<file path="config.mk">
export PLATFORM = sky130hd
export DESIGN_NAME = prio_irq_ctrl
export DESIGN_NICKNAME = d
export VERILOG_FILES = /design/src/rtl/irqc_pkg.sv /design/src/rtl/irqc_cfg_regs.sv /design/src/rtl/irqc_arbiter.sv /design/src/rtl/irqc_level_track.sv /design/src/rtl/prio_irq_ctrl.sv
export SDC_FILE = /design/constraint.sdc
export NUM_CORES = 1
export LEC_CHECK = 0
export BUFFER_PORTS_ARGS = -buffer_cell sky130_fd_sc_hd__buf_4
export CORE_UTILIZATION = 52
export CTS_CLUSTER_DIAMETER = 120
export DETAILED_ROUTE_END_ITERATION = 16
export PLACE_DENSITY = 0.81
export SLEW_MARGIN = 20
export SYNTH_ARGS = -nofsm -noshare
export SYNTH_HDL_FRONTEND = slang
export SYNTH_SLANG_ARGS = --single-unit
</file>
<file path="constraint.sdc">
create_clock -name clk -period 3 [get_ports clk]
set_clock_uncertainty 0.05 [all_clocks]
set_input_delay 0.6 -clock clk [delete_from_list [all_inputs] [get_ports clk]]
set_output_delay 0.6 -clock clk [all_outputs]
set_load 0.03 [all_outputs]
</file>
<file path="src/rtl/irqc_pkg.sv">
// Package: shared constants, source indices and lookup functions for the
// interrupt controller. Assumes seven sources and an 8-bit register port.
package irqc_pkg;
    localparam int NUM_SRC = 7;
    localparam int REG_W   = 8;
    localparam int VEC_W   = 16;
    localparam int IDX_W   = $clog2(NUM_SRC);
    localparam int GEN_BIT = REG_W - 1;

    // Source index equals its bit position in both configuration registers.
    typedef enum logic [IDX_W-1:0] {
        SRC_EXT0 = 3'd0,
        SRC_TMR0 = 3'd1,
        SRC_EXT1 = 3'd2,
        SRC_TMR1 = 3'd3,
        SRC_SER  = 3'd4,
        SRC_TMR2 = 3'd5,
        SRC_I2C  = 3'd6
    } src_e;

    // Source polled at a given position inside one level (0 = first).
    function automatic logic [IDX_W-1:0] poll_src(input int pos);
        case (pos)
            0:       return SRC_EXT0;
            1:       return SRC_TMR2;
            2:       return SRC_I2C;
            3:       return SRC_TMR0;
            4:       return SRC_EXT1;
            5:       return SRC_TMR1;
            default: return SRC_SER;
        endcase
    endfunction

    // Vector address of a source: eight-byte spacing, I2C placed apart.
    function automatic logic [VEC_W-1:0] vector_of(input logic [IDX_W-1:0] idx);
        if (idx == SRC_I2C)
            return VEC_W'(16'h0053);
        return VEC_W'(16'h0003) + VEC_W'({idx, 3'b000});
    endfunction
endpackage

</file>
<file path="src/rtl/irqc_cfg_regs.sv">
// Module: enable and level registers behind a simple write/read port.
// Assumes: one write per cycle, select 0 = enable, 1 = level; the top bit
// of the level register is not stored and reads as zero.
module irqc_cfg_regs
    import irqc_pkg::*;
#(
    parameter int DW = REG_W
) (
    input  logic          clk,
    input  logic          rst_n,
    input  logic          wr,
    input  logic          sel,
    input  logic [DW-1:0] wdata,
    output logic [DW-1:0] en_q,
    output logic [DW-1:0] pr_q,
    output logic [DW-1:0] rdata
);
    localparam int PR_BITS = DW - 1;

    logic [PR_BITS-1:0] pr_store;

    // Capture register writes.
    always_ff @(posedge clk) begin
        if (!rst_n) begin
            en_q     <= '0;
            pr_store <= '0;
        end else if (wr) begin
            if (sel) pr_store <= wdata[PR_BITS-1:0];
            else     en_q     <= wdata;
        end
    end

    // Present the level register with its top bit forced to zero.
    always_comb pr_q = {1'b0, pr_store};

    // Select the read data.
    always_comb rdata = sel ? pr_q : en_q;
endmodule

</file>
<file path="src/rtl/irqc_arbiter.sv">
// Module: picks the winning source among masked pending requests.
// Assumes: pend is already gated by enables; high level beats low level,
// the package polling order breaks ties; in-service flags block levels.
module irqc_arbiter
    import irqc_pkg::*;
#(
    parameter int NSRC = NUM_SRC,
    parameter int IW   = IDX_W
) (
    input  logic [NSRC-1:0] pend,
    input  logic [NSRC-1:0] lvl_hi,
    input  logic            hi_busy,
    input  logic            lo_busy,
    output logic            win_valid,
    output logic            win_hi,
    output logic [IW-1:0]   win_idx
);
    logic [NSRC-1:0] hi_hit;
    logic [NSRC-1:0] lo_hit;

    // Reorder requests into polling positions, split by level.
    for (genvar p = 0; p < NSRC; p++) begin : g_poll
        localparam logic [IW-1:0] SRC = IW'(poll_src(p));
        assign hi_hit[p] = pend[SRC] &  lvl_hi[SRC];
        assign lo_hit[p] = pend[SRC] & ~lvl_hi[SRC];
    end

    // Scan last-to-first so the earliest hit wins; high level overrides.
    always_comb begin
        win_valid = 1'b0;
        win_hi    = 1'b0;
        win_idx   = '0;
        if (!hi_busy && !lo_busy) begin
            for (int p = NSRC - 1; p >= 0; p--) begin
                if (lo_hit[p]) begin
                    win_valid = 1'b1;
                    win_hi    = 1'b0;
                    win_idx   = IW'(poll_src(p));
                end
            end
        end
        if (!hi_busy) begin
            for (int p = NSRC - 1; p >= 0; p--) begin
                if (hi_hit[p]) begin
                    win_valid = 1'b1;
                    win_hi    = 1'b1;
                    win_idx   = IW'(poll_src(p));
                end
            end
        end
    end
endmodule

</file>
<file path="src/rtl/irqc_level_track.sv">
// Module: per-level in-service flags.
// Assumes: an accepted acknowledge marks its level; a return clears the
// high level first, else the low level; acknowledge wins if both coincide.
module irqc_level_track (
    input  logic clk,
    input  logic rst_n,
    input  logic ack_fire,
    input  logic ack_hi,
    input  logic ret,
    output logic hi_busy,
    output logic lo_busy
);
    // Update the in-service flags.
    always_ff @(posedge clk) begin
        if (!rst_n) begin
            hi_busy <= 1'b0;
            lo_busy <= 1'b0;
        end else if (ack_fire) begin
            if (ack_hi) hi_busy <= 1'b1;
            else        lo_busy <= 1'b1;
        end else if (ret) begin
            if (hi_busy) hi_busy <= 1'b0;
            else         lo_busy <= 1'b0;
        end
    end
endmodule

</file>
<file path="src/rtl/prio_irq_ctrl.sv">
// Module: top of the two-level interrupt controller.
// Assumes: source inputs are level requests synchronous to clk; the CPU
// acknowledges only while irq_req is high and pulses irq_ret once per end
// of service. Outputs are registered one stage after the arbitration.
module prio_irq_ctrl
    import irqc_pkg::*;
(
    input  logic             clk,
    input  logic             rst_n,
    input  logic             cfg_wr,
    input  logic             cfg_sel,
    input  logic [REG_W-1:0] cfg_wdata,
    output logic [REG_W-1:0] cfg_rdata,
    input  logic             ext0_irq,
    input  logic             tmr0_irq,
    input  logic             ext1_irq,
    input  logic             tmr1_irq,
    input  logic             ser_rx_irq,
    input  logic             ser_tx_irq,
    input  logic             tmr2_ovf_irq,
    input  logic             tmr2_ext_irq,
    input  logic             i2c_irq,
    output logic             irq_req,
    output logic             irq_hi,
    output logic [VEC_W-1:0] irq_vec,
    input  logic             irq_ack,
    input  logic             irq_ret
);
    logic [REG_W-1:0]   en_q;
    logic [REG_W-1:0]   pr_q;
    logic [NUM_SRC-1:0] raw;
    logic [NUM_SRC-1:0] pend;
    logic               hi_busy;
    logic               lo_busy;
    logic               win_valid;
    logic               win_hi;
    logic [IDX_W-1:0]   win_idx;
    logic               ack_fire;

    irqc_cfg_regs #(.DW(REG_W)) u_cfg (
        .clk   (clk),
        .rst_n (rst_n),
        .wr    (cfg_wr),
        .sel   (cfg_sel),
        .wdata (cfg_wdata),
        .en_q  (en_q),
        .pr_q  (pr_q),
        .rdata (cfg_rdata)
    );

    // Gather source requests by register bit position, merging paired flags.
    always_comb begin
        raw           = '0;
        raw[SRC_EXT0] = ext0_irq;
        raw[SRC_TMR0] = tmr0_irq;
        raw[SRC_EXT1] = ext1_irq;
        raw[SRC_TMR1] = tmr1_irq;
        raw[SRC_SER]  = ser_rx_irq | ser_tx_irq;
        raw[SRC_TMR2] = tmr2_ovf_irq | tmr2_ext_irq;
        raw[SRC_I2C]  = i2c_irq;
    end

    // Apply the individual and global enables.
    always_comb pend = raw & en_q[NUM_SRC-1:0] & {NUM_SRC{en_q[GEN_BIT]}};

    irqc_arbiter #(.NSRC(NUM_SRC), .IW(IDX_W)) u_arb (
        .pend      (pend),
        .lvl_hi    (pr_q[NUM_SRC-1:0]),
        .hi_busy   (hi_busy),
        .lo_busy   (lo_busy),
        .win_valid (win_valid),
        .win_hi    (win_hi),
        .win_idx   (win_idx)
    );

    // An acknowledge counts only against a presented request.
    always_comb ack_fire = irq_ack & irq_req;

    irqc_level_track u_lvl (
        .clk      (clk),
        .rst_n    (rst_n),
        .ack_fire (ack_fire),
        .ack_hi   (irq_hi),
        .ret      (irq_ret),
        .hi_busy  (hi_busy),
        .lo_busy  (lo_busy)
    );

    // Register the winner; withdraw the request for the cycle after acceptance.
    always_ff @(posedge clk) begin
        if (!rst_n) begin
            irq_req <= 1'b0;
            irq_hi  <= 1'b0;
            irq_vec <= '0;
        end else begin
            irq_req <= win_valid & ~ack_fire;
            irq_hi  <= win_hi;
            irq_vec <= vector_of(win_idx);
        end
    end
endmodule

</file>
==> results of run 1 <==
==> cells by family (layout without fill, tap and decap cells) <==
family | count (synthesis) | in the layout
AOI/OAI and AO/OA | 36 | 36
buffers and inverters | 20 | 42
DFF | 24 | 24
muxes | 7 | 7
other | 1 | 10
and+or+nand+nor | 75 | 75
==> flip-flops by register name (all words and copies together) (netlist names) <==
signal          count
u_lvl.lo_busy       1
irq_req             1
u_cfg.en_q          8
irq_vec             5
u_lvl.hi_busy       1
u_cfg.pr_store      7
irq_hi              1
==> metal layers <==
metal | part of all wire (%) | up-vias | global-route usage (%)
met1 | 45 | 546 | 28.1
li1 | - | 619 | -
met3 | 5.4 | 4 | 3.45
met5 | 0 | - | 0
met4 | 0.95 | 0 | 5.26
met2 | 48 | 40 | 40.3
==> cells in the final DEF, fill, tap and decap left out, types with 3 or more instances in the layout <==
master                     count
sky130_fd_sc_hd__mux2_2        7
sky130_fd_sc_hd__nor2b_1       5
sky130_fd_sc_hd__buf_4        38
sky130_fd_sc_hd__nand3_1      10
sky130_fd_sc_hd__and2_1        3
sky130_fd_sc_hd__conb_1       10
sky130_fd_sc_hd__nor2_1       10
sky130_fd_sc_hd__o21ai_0       4
sky130_fd_sc_hd__a21boi_0     15
sky130_fd_sc_hd__nand4_1       4
sky130_fd_sc_hd__dfxtp_1      24
sky130_fd_sc_hd__nand2_1      30
sky130_fd_sc_hd__clkbuf_4      3
sky130_fd_sc_hd__o21ai_1       3
sky130_fd_sc_hd__o211ai_1      3
==> critical path, stage by stage, from the launching register on <==
cell                        delay, ns
sky130_fd_sc_hd__dfxtp_1         0.71
sky130_fd_sc_hd__and4b_4         0.34
sky130_fd_sc_hd__o21ai_2         0.08
sky130_fd_sc_hd__a2111oi_4       0.37
sky130_fd_sc_hd__o21ai_2         0.11
sky130_fd_sc_hd__nor4b_2         0.29
sky130_fd_sc_hd__and2b_1         0.15
==> area by class of cell <==
cell class                 count  area [um2]  area share, %
multi-input combinational    128         782           48.5
sequential                    24         480           29.8
timing repair buffer          38         285           17.7
tap                           30        37.5           2.33
clock buffer                   3        22.5           1.40
inverter                       1        3.75          0.233
==> power by group <==
group	total, W	leakage (nW)	internal, W	switching, W
sequential	0.000342	0.196	0.000329	0.0000125
clock	0.000141	0.0138	0.0000469	0.0000941
combinational	0.000111	0.504	0.0000454	0.0000652
==> per-stage QoR <==
stage | total power (W) | instance area, um2 | utilization [%] | std cells | hold WS [ns]
CTS | 0.000594 | 1610 | 65.1 | 224 | 0.454
global placement | 0.000456 | 1590 | 64.1 | 221 | 0.420
detailed placement | 0.000459 | 1590 | 64.1 | 221 | 0.437
finish | 0.000594 | 1610 | 65.1 | 224 | 0.451
floorplan | 0.000426 | 1390 | - | 172 | 0.407
global route | 0.000615 | 1610 | 65.1 | 224 | 0.458
==> path summary, 6_finish.rpt <==
path            startpoint            end  slack, ns  depth (start not counted)
max reg2reg  u_cfg.en_q[7]     irq_vec[6]       0.84                          6
min reg2reg  u_cfg.en_q[0]  u_cfg.en_q[0]       0.45                          2
max          u_cfg.en_q[7]     irq_vec[6]       0.84                          6
min          u_cfg.en_q[0]  u_cfg.en_q[0]       0.45                          2
==> qor_table.md, run 1 <==
| Group | Result | Reported |
|---|---|---|
| timing | Final critical delay including setup and external delays | 2.16 ns |
| pwr | Maximum vdd ir drop | 0.253 mV |
| synthesis | Area share of the largest cell type after synthesis | 35.5% |
| routing | Number of DRC violations after detailed-routing iteration 0 | 15 |
| routing | Via count | 1209 |
| timing | Actual slew at the worst max-slew pin | 0.633 ns |
| synthesis | Syn_area_per_cell | 8.31 um2 |
| routing | Number of routed nets with antenna violations | 0 |
| critical path | Worst setup path class | register to register |
| clock tree | Count of hold-fix buffers inserted at cts | 0 |
| final layout | Area growth, synth to finish | 19.0% |
| die | Initial Util | 54.6% |
| clock tree | Clock Tree Root | sky130_fd_sc_hd__clkbuf_4 |
| die | Die Wd | 53.0 um |
| die | Number of cell rows | 18 |
| pwr | Leakage power | 0.713 nW |
| synthesis | Synth unique cells | 38 |
| critical path | CP max FO | 17 |
| synthesis | Adder and majority gate portion of the synthesized area | 0% |
| clock tree | TritonCTS buffer count | 3 |
| synthesis | Number of enable flip-flop cells after synthesis | 0 |
| routing | DRC violation count after routing | 0 |
| timing | Period utilisation layout | 71.8% |
| clock tree | # H-tree levels | 1 |
| global route | Global-route wire length before repair | 4770 um |
| synthesis | Most instantiated library cell after synthesis | sky130_fd_sc_hd__nand2_1 |
| outcome | Outcome | finished clean |
| routing | Total length of routed wires | 2950 um |
| final layout | Nets | 219 |
| synthesis | Cell type with the largest total area after synthesis | sky130_fd_sc_hd__dfxtp_1 |
| synthesis | Ys flop type | sky130_fd_sc_hd__dfxtp_1 |
| clock tree | Postcts setup bufs | 0 |
| synthesis | Proportion of synthesized chip area in sequential cells | 35.5% |
| place | Worst slack at placement | 0.754 ns |
| place | Half-perimeter wire length after placement | 2170 um |
| synthesis | Complex-gate fraction of the synthesized area | 20.2% |
| synthesis | Synth top area cells | sky130_fd_sc_hd__dfxtp_1 (35%), sky130_fd_sc_hd__a21boi_0 (8.3%), sky130_fd_sc_hd__nand2_1 (8.3%), sky130_fd_sc_hd__buf_4 (6.1%), sky130_fd_sc_hd__mux2_2 (5.8%) |
| die | Standard cell core area | 2480 um2 |
| timing | Headroom to the max-slew limit | 57.7% |
| run | Max-cap viol count | 0 |
| routing | First drt pass iteration count | 4 |
| synthesis | XOR/XNOR share of the synthesized area | 0% |
| clock tree | Clock insertion delay at the later pin of the skew report | 0.31 ns |
| pwr | Pwr Density | 368 nW/um2 |
| final layout | Antenna Cells | 0 |
| clock tree | Max clock buf depth | 2 |
| die | Die H | 53.0 um |
| die | Top-Level Pins | 49 |
| routing | Number of vias per cell | 5.40 |
| critical path | Crit path capture type | register |
| final layout | Share of final-layout standard cells stronger than drive strength 1 | 27.8% |
| hold path | Hold Crit Class | register to register |
| synthesis | Area of the mapped netlist | 1350 um2 |
| critical path | Launching element type of the critical path | register |
| timing | Max-slew violation count | 0 |
| clock tree | Clock-pin slew on the worst setup and hold paths | 0.13 ns |
| final layout | Layout fillers | 226 |
| critical path | WP data arrival | 2.37 ns |
| clock tree | CTS resizes | 0 |
| routing | Wire per inst | 13.2 um |
| critical path | Critical Path RT | 3.21 ns |
| synthesis | Proportion of synthesized area in mux cells | 5.82% |
| synthesis | Number of synthesis warnings | 0 |
| synthesis | Number of instances in the synthesized netlist | 163 |
| global route | Sum of overflow across all layers after global routing | 0 |
| synthesis | Share of synthesized flip-flops with an asynchronous set or reset | 0% |
| global route | Via count of the first global-routing pass | 1088 |
| synthesis | Synth Register Bits | 24 |
| global route | Antenna violations before repair | 0 |
| timing | Count of final hold-check violations | 0 |
| synthesis | Simple-Gate Fraction of Synth Area | 28.9% |
| timing | Setup-failing EPs final | 0 |
| synthesis | Most frequent cells after synthesis | sky130_fd_sc_hd__nand2_1 (30), sky130_fd_sc_hd__dfxtp_1 (24), sky130_fd_sc_hd__a21boi_0 (15) |
| place | GP Congestion | 0.885 |
| global route | GRT Util Overall | 22.6% |
| clock tree | TritonCTS Sinks | 24 |
| clock tree | Clock tree from TritonCTS | yes |
| timing | Unrepaired setup endpoints after global routing | no |
| synthesis | Largest family of logic cells by synthesized area | simple AND/OR/NAND/NOR gates |
| timing | Post-route setup slack | 0.845 ns |
| place | Count of buffers inserted at the top-level ports | 38 |
| timing | Achievable Freq | 464 MHz |
| die | Die outline area | 2810 um2 |
| global route | Maximum number of pins on one net before global-route repair | 20 |
| timing | Total negative slack for setup checks | 0 ns |
(Power assumes the default switching activity.)
==> run 2: changes to the inputs <==
--- a/config.mk
+++ b/config.mk
@@ -6,10 +6,10 @@
 export NUM_CORES = 1
 export LEC_CHECK = 0
 export BUFFER_PORTS_ARGS = -buffer_cell sky130_fd_sc_hd__buf_4
-export CORE_UTILIZATION = 52
+export CORE_UTILIZATION = 49
 export CTS_CLUSTER_DIAMETER = 120
 export DETAILED_ROUTE_END_ITERATION = 16
-export PLACE_DENSITY = 0.81
+export PLACE_DENSITY = 0.77
 export SLEW_MARGIN = 20
 export SYNTH_ARGS = -nofsm -noshare
 export SYNTH_HDL_FRONTEND = slang
==> constraint.sdc (replaced) <==
create_clock -name clk -period 2.15 [get_ports clk]
set_clock_uncertainty 0.05 [all_clocks]
set_input_delay 0.43 -clock clk [delete_from_list [all_inputs] [get_ports clk]]
set_output_delay 0.43 -clock clk [all_outputs]
set_load 0.03 [all_outputs]
==> qor_table.md, run 2 (synthesis results as in run 1) <==
| Group | Result | Reported | Delta |
|---|---|---|---|
| critical path | Worst R2R Path Depth | 7 | +1 |
| clock tree | Count of hold-fix buffers inserted at cts | 0 | unchanged |
| critical path | Cell-by-cell listing of the critical path | buf_4, nand4b_1, o21ai_2, a2111oi_4, o21ai_2, nor4b_2, and2b_1 |  |
| final layout | Area growth, synth to finish | 20.1% |  |
| hold path | Critical hold path startpoint | rst_n |  |
| routing | Number of DRC violations after detailed-routing iteration 0 | 33 | +18 |
| clock tree | Clock-pin slew on the worst setup and hold paths | 0.12 ns | about the same |
| routing | Number of vias per cell | 5.51 | +2.1% |
| die | Standard cell core area | 2540 um2 | +2.7% |
| place | Worst slack at placement | 0.0263 ns | -0.728 ns |
| clock tree | Clock tree from TritonCTS | yes |  |
| clock tree | Postcts setup bufs | 0 | unchanged |
| pwr | Power after layout | 0.000827 W | +39% |
| critical path | Number of buffers and inverters on the critical path | 1 | +1 |
| clock tree | TritonCTS buffer count | 3 | unchanged |
| timing | Achievable Freq | 508 MHz | +9.4% |
| critical path | Crit path max-delay cell type | sky130_fd_sc_hd__dfxtp_1 |  |
| critical path | Origin of the critical flop-to-flop path | u_cfg.en_q[7] |  |
| global route | Global-route wire length before repair | 4730 um | -0.86% |
| routing | Number of routed nets with antenna violations | 0 | unchanged |
| critical path | Reg-to-reg slack, setup | 0.18 ns | -0.66 ns |
| hold path | Hold Crit Class | input port to register |  |
| final layout | Biggest registers after layout | u_cfg.en_q: 8 flops, u_cfg.pr_store: 7 flops, irq_vec: 5 flops |  |
| final layout | Most flops, register | u_cfg.en_q |  |
| clock tree | CTS resizes | 0 | unchanged |
| final layout | Share of final-layout standard cells stronger than drive strength 1 | 28.6% | +0.74 points |
| critical path | Crit path top cell by count | sky130_fd_sc_hd__o21ai_2 |  |
| timing | Period utilisation layout | 91.6% | +20 points |
| die | Die outline area | 2980 um2 | +5.9% |
| critical path | CP max FO | 9 | -8 |
| die | Die Wd | 54.6 um | +2.9% |
| die | Top-Level Pins | 49 | unchanged |
| timing | Max-slew violation count | 0 | unchanged |
| timing | Headroom to the max-slew limit | 58.6% | +0.91 points |
| critical path | Launching element type of the critical path | register |  |
| timing | Setup-failing EPs final | 0 | unchanged |
| place | GP Congestion | 0.856 | -3.3% |
| place | Count of buffers inserted at the top-level ports | 38 | unchanged |
| critical path | Critical Path RT | 2.36 ns | -0.85 ns |
| pwr | Maximum vdd ir drop | 0.470 mV | +86% |
| global route | Maximum number of pins on one net before global-route repair | 20 | unchanged |
| critical path | Worst setup path class | register to register |  |
| routing | Wire per inst | 13.5 um | +2.3% |
| timing | Unrepaired setup endpoints after global routing | no |  |
| routing | Via count | 1245 | +3.0% |
| routing | Total length of routed wires | 3040 um | +3.2% |
| die | Number of cell rows | 18 | unchanged |
| critical path | Capture instance of the worst register-to-register path | irq_vec[6] |  |
| routing | DRC violation count after routing | 0 | unchanged |
| pwr | Pwr Density | 508 nW/um2 | +38% |
| global route | Via count of the first global-routing pass | 1077 | -1.0% |
| place | Half-perimeter wire length after placement | 2400 um | +10% |
| clock tree | Max clock buf depth | 2 | unchanged |
| final layout | Antenna Cells | 0 | unchanged |
| pwr | Leakage power | 0.724 nW | +1.5% |
| final layout | Number of standard cells in the final layout excluding fillers | 226 | +0.89% |
| final layout | Commonest cells after routing, fill and taps aside | sky130_fd_sc_hd__buf_4 (40), sky130_fd_sc_hd__nand2_1 (30), sky130_fd_sc_hd__dfxtp_1 (24), sky130_fd_sc_hd__a21boi_0 (15) |  |
| timing | Actual slew at the worst max-slew pin | 0.620 ns | -0.0136 ns |
| timing | Count of final hold-check violations | 0 | unchanged |
| critical path | Largest stage delay on the critical path | 0.42 ns | -0.29 ns |
| global route | Sum of overflow across all layers after global routing | 0 | unchanged |
| hold path | Worst Hold Path Cells | 1 | -1 |
| place | Number of instances in the placed design | 223 | +0.90% |
| critical path | Family with the most delay on the worst path | simple AND/OR/NAND/NOR gates |  |
| outcome | Outcome | finished clean |  |
| timing | Total negative slack for setup checks | 0 ns | unchanged |
| routing | First drt pass iteration count | 4 | unchanged |
| clock tree | Clock insertion delay at the later pin of the skew report | 0.30 ns | about the same |
| timing | Final critical delay including setup and external delays | 1.97 ns | -0.185 ns |
| clock tree | # H-tree levels | 1 | unchanged |
| run | Max-cap viol count | 0 | unchanged |
| final layout | Utilization after layout | 63.9% | -1.1 points |
| critical path | WP data arrival | 2.18 ns | -0.19 ns |
| global route | Antenna violations before repair | 0 | unchanged |
| final layout | Most frequent standard cell in the layout excluding fill and tap cells | sky130_fd_sc_hd__buf_4 |  |
| final layout | Max reg flops | 8 | unchanged |
| global route | GRT Util Overall | 22.2% | -0.38 points |
| critical path | Crit path capture type | register |  |
| die | Die H | 54.6 um | +2.9% |
| die | Initial Util | 53.2% | -1.5 points |
| clock tree | Clock Tree Root | sky130_fd_sc_hd__clkbuf_4 |  |
| timing | Post-route setup slack | 0.180 ns | -0.665 ns |
| hold path | Hold-critical path endpoint | irq_vec[1] |  |
| clock tree | TritonCTS Sinks | 24 | unchanged |
| final layout | Nets | 221 | +0.91% |
[run 2: stage by stage]
step,hold slack (ns),cell area (um2)
after floorplan,0.407,1390
after global placement,0.431,1600
after detailed placement,0.451,1600
after CTS,0.296,1630
after global routing,0.288,1630
final,0.300,1630
[run 2: worst max path at each step]
stage / start / to / slack [ns] / cells past startpoint
2_1_floorplan: cfg_sel / cfg_rdata[5] / 0.22 / 3
5_1_grt: u_cfg.en_q[7] / irq_vec[6] / 0.12 / 7
4_1_cts: u_cfg.en_q[7] / irq_vec[6] / 0.19 / 7
3_3_place_gp: ser_tx_irq / irq_vec[6] / 0.12 / 7
6_report: u_cfg.en_q[7] / irq_vec[6] / 0.18 / 7
3_5_place_dp: ser_tx_irq / irq_vec[6] / 0.03 / 7
[run 2: where the power goes]
part           internal, W  switching, W  leakage (nW)
logic            0.0000653     0.0000935         0.514
registers         0.000460     0.0000170         0.196
clock network    0.0000653      0.000126        0.0138
[run 2: cell type report]
cell class,count,area [um2]
Multi-Input combinational cell,128,782
Clock buffer,3,22.5
Sequential cell,24,480
Timing Repair Buffer,40,300
Tap cell,30,37.5
Fill cell,233,918
Inverter,1,3.75
[run 2: layer usage]
layer	vias to the layer above	routed length (um)	GRT usage (%)
met5	-	0	0
met4	0	12	8.55
met3	2	202	3.06
met2	51	1490	35.2
met1	568	1340	30.3
li1	624	-	-
==> run 3: changes to the inputs <==
--- a/config.mk
+++ b/config.mk
@@ -6,10 +6,11 @@
 export NUM_CORES = 1
 export LEC_CHECK = 0
 export BUFFER_PORTS_ARGS = -buffer_cell sky130_fd_sc_hd__buf_4
-export CORE_UTILIZATION = 49
+export CORE_UTILIZATION = 52
 export CTS_CLUSTER_DIAMETER = 120
 export DETAILED_ROUTE_END_ITERATION = 16
-export PLACE_DENSITY = 0.77
+export PLACE_DENSITY = 0.81
+export SKIP_CTS_REPAIR_TIMING = 1
 export SLEW_MARGIN = 20
 export SYNTH_ARGS = -nofsm -noshare
 export SYNTH_HDL_FRONTEND = slang
==> constraint.sdc (replaced) <==
create_clock -name clk -period 2.3 [get_ports clk]
set_clock_uncertainty 0.05 [all_clocks]
set_input_delay 0.46 -clock clk [delete_from_list [all_inputs] [get_ports clk]]
set_output_delay 0.46 -clock clk [all_outputs]
set_load 0.03 [all_outputs]
==> qor_table.md, run 3 (synthesis results as in run 1) <==
| Group | Result | Reported | Delta |
|---|---|---|---|
| outcome | Outcome | finished clean |  |
| critical path | Capture instance of the worst register-to-register path | irq_vec[6] |  |
| clock tree | TritonCTS buffer count | 3 | unchanged |
| pwr | Pwr Density | 478 nW/um2 | -5.9% |
| timing | Final critical delay including setup and external delays | 1.94 ns | -0.0339 ns |
| place | Half-perimeter wire length after placement | 2290 um | -4.7% |
| die | Die outline area | 2810 um2 | -5.5% |
| clock tree | Clock insertion delay at the later pin of the skew report | 0.31 ns | about the same |
| routing | Post-Route M1 WL | 1360 um | +1.8% |
| critical path | Critical Path RT | 2.52 ns | +0.16 ns |
| pwr | Flop pwr share | 57.4% | -0.3 points |
| final layout | Utilization after layout | 65.4% | +1.4 points |
| routing | DRC violation count after routing | 0 | unchanged |
| die | Standard cell core area | 2480 um2 | -2.7% |
| place | Number of instances in the placed design | 222 | -0.45% |
| routing | Wire per inst | 13.1 um | -2.8% |
| timing | Headroom to the max-slew limit | 60.2% | +1.5 points |
| routing | Highest routed metal layer | met4 |  |
| critical path | CP max FO | 9 | unchanged |
| final layout | Commonest cells after routing, fill and taps aside | sky130_fd_sc_hd__buf_4 (39), sky130_fd_sc_hd__nand2_1 (30), sky130_fd_sc_hd__dfxtp_1 (24), sky130_fd_sc_hd__a21boi_0 (15) |  |
| critical path | Crit path capture type | register |  |
| run | Max-cap viol count | 0 | unchanged |
| final layout | Antenna Cells | 0 | unchanged |
| routing | Number of routed nets with antenna violations | 0 | unchanged |
| final layout | Area growth, synth to finish | 19.6% |  |
| critical path | Reg-to-reg slack, setup | 0.36 ns | +0.18 ns |
| place | GP Congestion | 0.866 | +1.3% |
| final layout | Most flops, register | u_cfg.en_q |  |
| final layout | Area used by multi-input combinational logic | 782 um2 | unchanged |
| die | Die Wd | 53.0 um | -2.8% |
| global route | Maximum number of pins on one net before global-route repair | 20 | unchanged |
| pwr | Internal Dissipation | 0.000551 W | -6.7% |
| global route | GRT Util Overall | 23.8% | +1.6 points |
| hold path | Hold Crit Class | input port to register |  |
| critical path | WP data arrival | 2.15 ns | -0.03 ns |
| hold path | Worst Hold Path Cells | 1 | unchanged |
| final layout | Most frequent standard cell in the layout excluding fill and tap cells | sky130_fd_sc_hd__buf_4 |  |
| routing | Wire length on met2 | 1470 um | -1.5% |
| timing | Setup-failing EPs final | 0 | unchanged |
| routing | Number of vias per cell | 5.44 | -1.2% |
| critical path | Worst R2R Path Depth | 6 | -1 |
| pwr | Fraction of power consumed by combinational cells | 19.1% | about the same |
| routing | Total length of routed met3 wires | 84 um | -58% |
| die | Initial Util | 54.6% | +1.5 points |
| timing | Unrepaired setup endpoints after global routing | no |  |
| pwr | Fraction of power spent switching nets | 28.8% | +0.27 points |
| clock tree | # H-tree levels | 1 | unchanged |
| timing | Tightest hold margin | 0.321 ns | +0.0209 ns |
| timing | Achievable Freq | 516 MHz | +1.8% |
| global route | Antenna violations before repair | 0 | unchanged |
| global route | Global-route wire length before repair | 4880 um | +3.1% |
| pwr | Clock share of power | 23.5% | +0.4 points |
| final layout | Share of final-layout standard cells stronger than drive strength 1 | 28.2% | -0.37 points |
| final layout | Number of standard cells in the final layout excluding fillers | 225 | -0.44% |
| timing | Actual slew at the worst max-slew pin | 0.596 ns | -0.0231 ns |
| pwr | Maximum vdd ir drop | 0.437 mV | -6.9% |
| critical path | Launching element of the worst setup path | u_cfg.en_q[7] |  |
| final layout | Nets | 220 | -0.45% |
| pwr | Leakage power | 0.718 nW | -0.74% |
| timing | Max-slew violation count | 0 | unchanged |
| die | Die H | 53.0 um | -2.8% |
| die | Top-Level Pins | 49 | unchanged |
| critical path | Critical Path Sink | irq_vec[6] |  |
| pwr | Switching power | 0.000223 W | -5.4% |
| routing | First drt pass iteration count | 4 | unchanged |
| final layout | Layout fillers | 218 | -6.4% |
| clock tree | Clock-pin slew on the worst setup and hold paths | 0.13 ns | about the same |
| final layout | Max reg flops | 8 | unchanged |
| final layout | Sequential cell area | 480 um2 | unchanged |
| timing | Count of final hold-check violations | 0 | unchanged |
| critical path | Origin of the critical flop-to-flop path | u_cfg.en_q[7] |  |
| clock tree | Clock Tree Root | sky130_fd_sc_hd__clkbuf_4 |  |
| routing | Via count | 1225 | -1.6% |
| routing | Total length of routed wires | 2940 um | -3.3% |
| timing | Period utilisation layout | 84.2% | -7.5 points |
| global route | Sum of overflow across all layers after global routing | 0 | unchanged |
| clock tree | TritonCTS Sinks | 24 | unchanged |
| routing | Number of DRC violations after detailed-routing iteration 0 | 30 | -9.1% |
| die | Number of cell rows | 18 | unchanged |
| place | Worst slack at placement | 0.191 ns | +0.164 ns |
| global route | Via count of the first global-routing pass | 1154 | +7.1% |
| place | Count of buffers inserted at the top-level ports | 38 | unchanged |
| critical path | Launching element type of the critical path | register |  |
| final layout | Biggest registers after layout | u_cfg.en_q: 8 flops, u_cfg.pr_store: 7 flops, irq_vec: 5 flops |  |
| clock tree | Max clock buf depth | 2 | unchanged |
| clock tree | Clock tree from TritonCTS | yes |  |
| critical path | Worst setup path class | register to register |  |
| timing | Total negative slack for setup checks | 0 ns | unchanged |
| timing | Post-route setup slack | 0.364 ns | +0.184 ns |
run 3: cell types whose count changed in the layout (fill, tap and decap cells not counted), sizes merged:
cell  change
buf       -1
run 3: per-stage QoR:
step	total power [W]	area, um2
after CTS	0.000775	1620
after floorplan	0.000556	1390
after global placement	0.000596	1600
after global routing	0.000812	1620
final	0.000774	1620
after detailed placement	0.000600	1600
run 3: worst min-delay path by stage:
stage	startpoint	endpoint
final	rst_n	irq_vec[1]
after detailed placement	u_cfg.en_q[5]	u_cfg.en_q[5]
after CTS	rst_n	irq_vec[1]
after floorplan	u_cfg.pr_store[1]	u_cfg.pr_store[1]
after global routing	rst_n	irq_vec[1]
after global placement	u_cfg.pr_store[1]	u_cfg.pr_store[1]
run 3: power by group through the flow:
stage	clock, W	sequential [W]	combinational [W]
floorplan	0	0.000452	0.000104
global placement	0	0.000452	0.000144
detailed placement	0	0.000453	0.000147
CTS	0.000183	0.000444	0.000148
global route	0.000205	0.000447	0.000160
finish	0.000182	0.000444	0.000148
run 3: cell type report:
class | count | area share, %
Timing Repair Buffer | 39 | 18.1
Sequential cell | 24 | 29.7
Inverter | 1 | 0.232
Clock buffer | 3 | 1.39
Multi-Input combinational cell | 128 | 48.3
Tap cell | 30 | 2.32
run 3: layer usage:
| metal | track usage, % | vias to the layer above |
|---|---|---|
| met5 | 0 | - |
| met4 | 10.1 | 0 |
| met3 | 2.87 | 4 |
| met2 | 40.5 | 36 |
| met1 | 30.0 | 563 |
| li1 | - | 622 |
run 3: worst max-delay path, cell delays in order (launching register included):
cell,delay [ns]
sky130_fd_sc_hd__dfxtp_1,0.50
sky130_fd_sc_hd__and4b_4,0.30
sky130_fd_sc_hd__o21ai_2,0.08
sky130_fd_sc_hd__a2111oi_4,0.37
sky130_fd_sc_hd__o21ai_2,0.11
sky130_fd_sc_hd__nor4b_2,0.32
sky130_fd_sc_hd__and2b_1,0.17
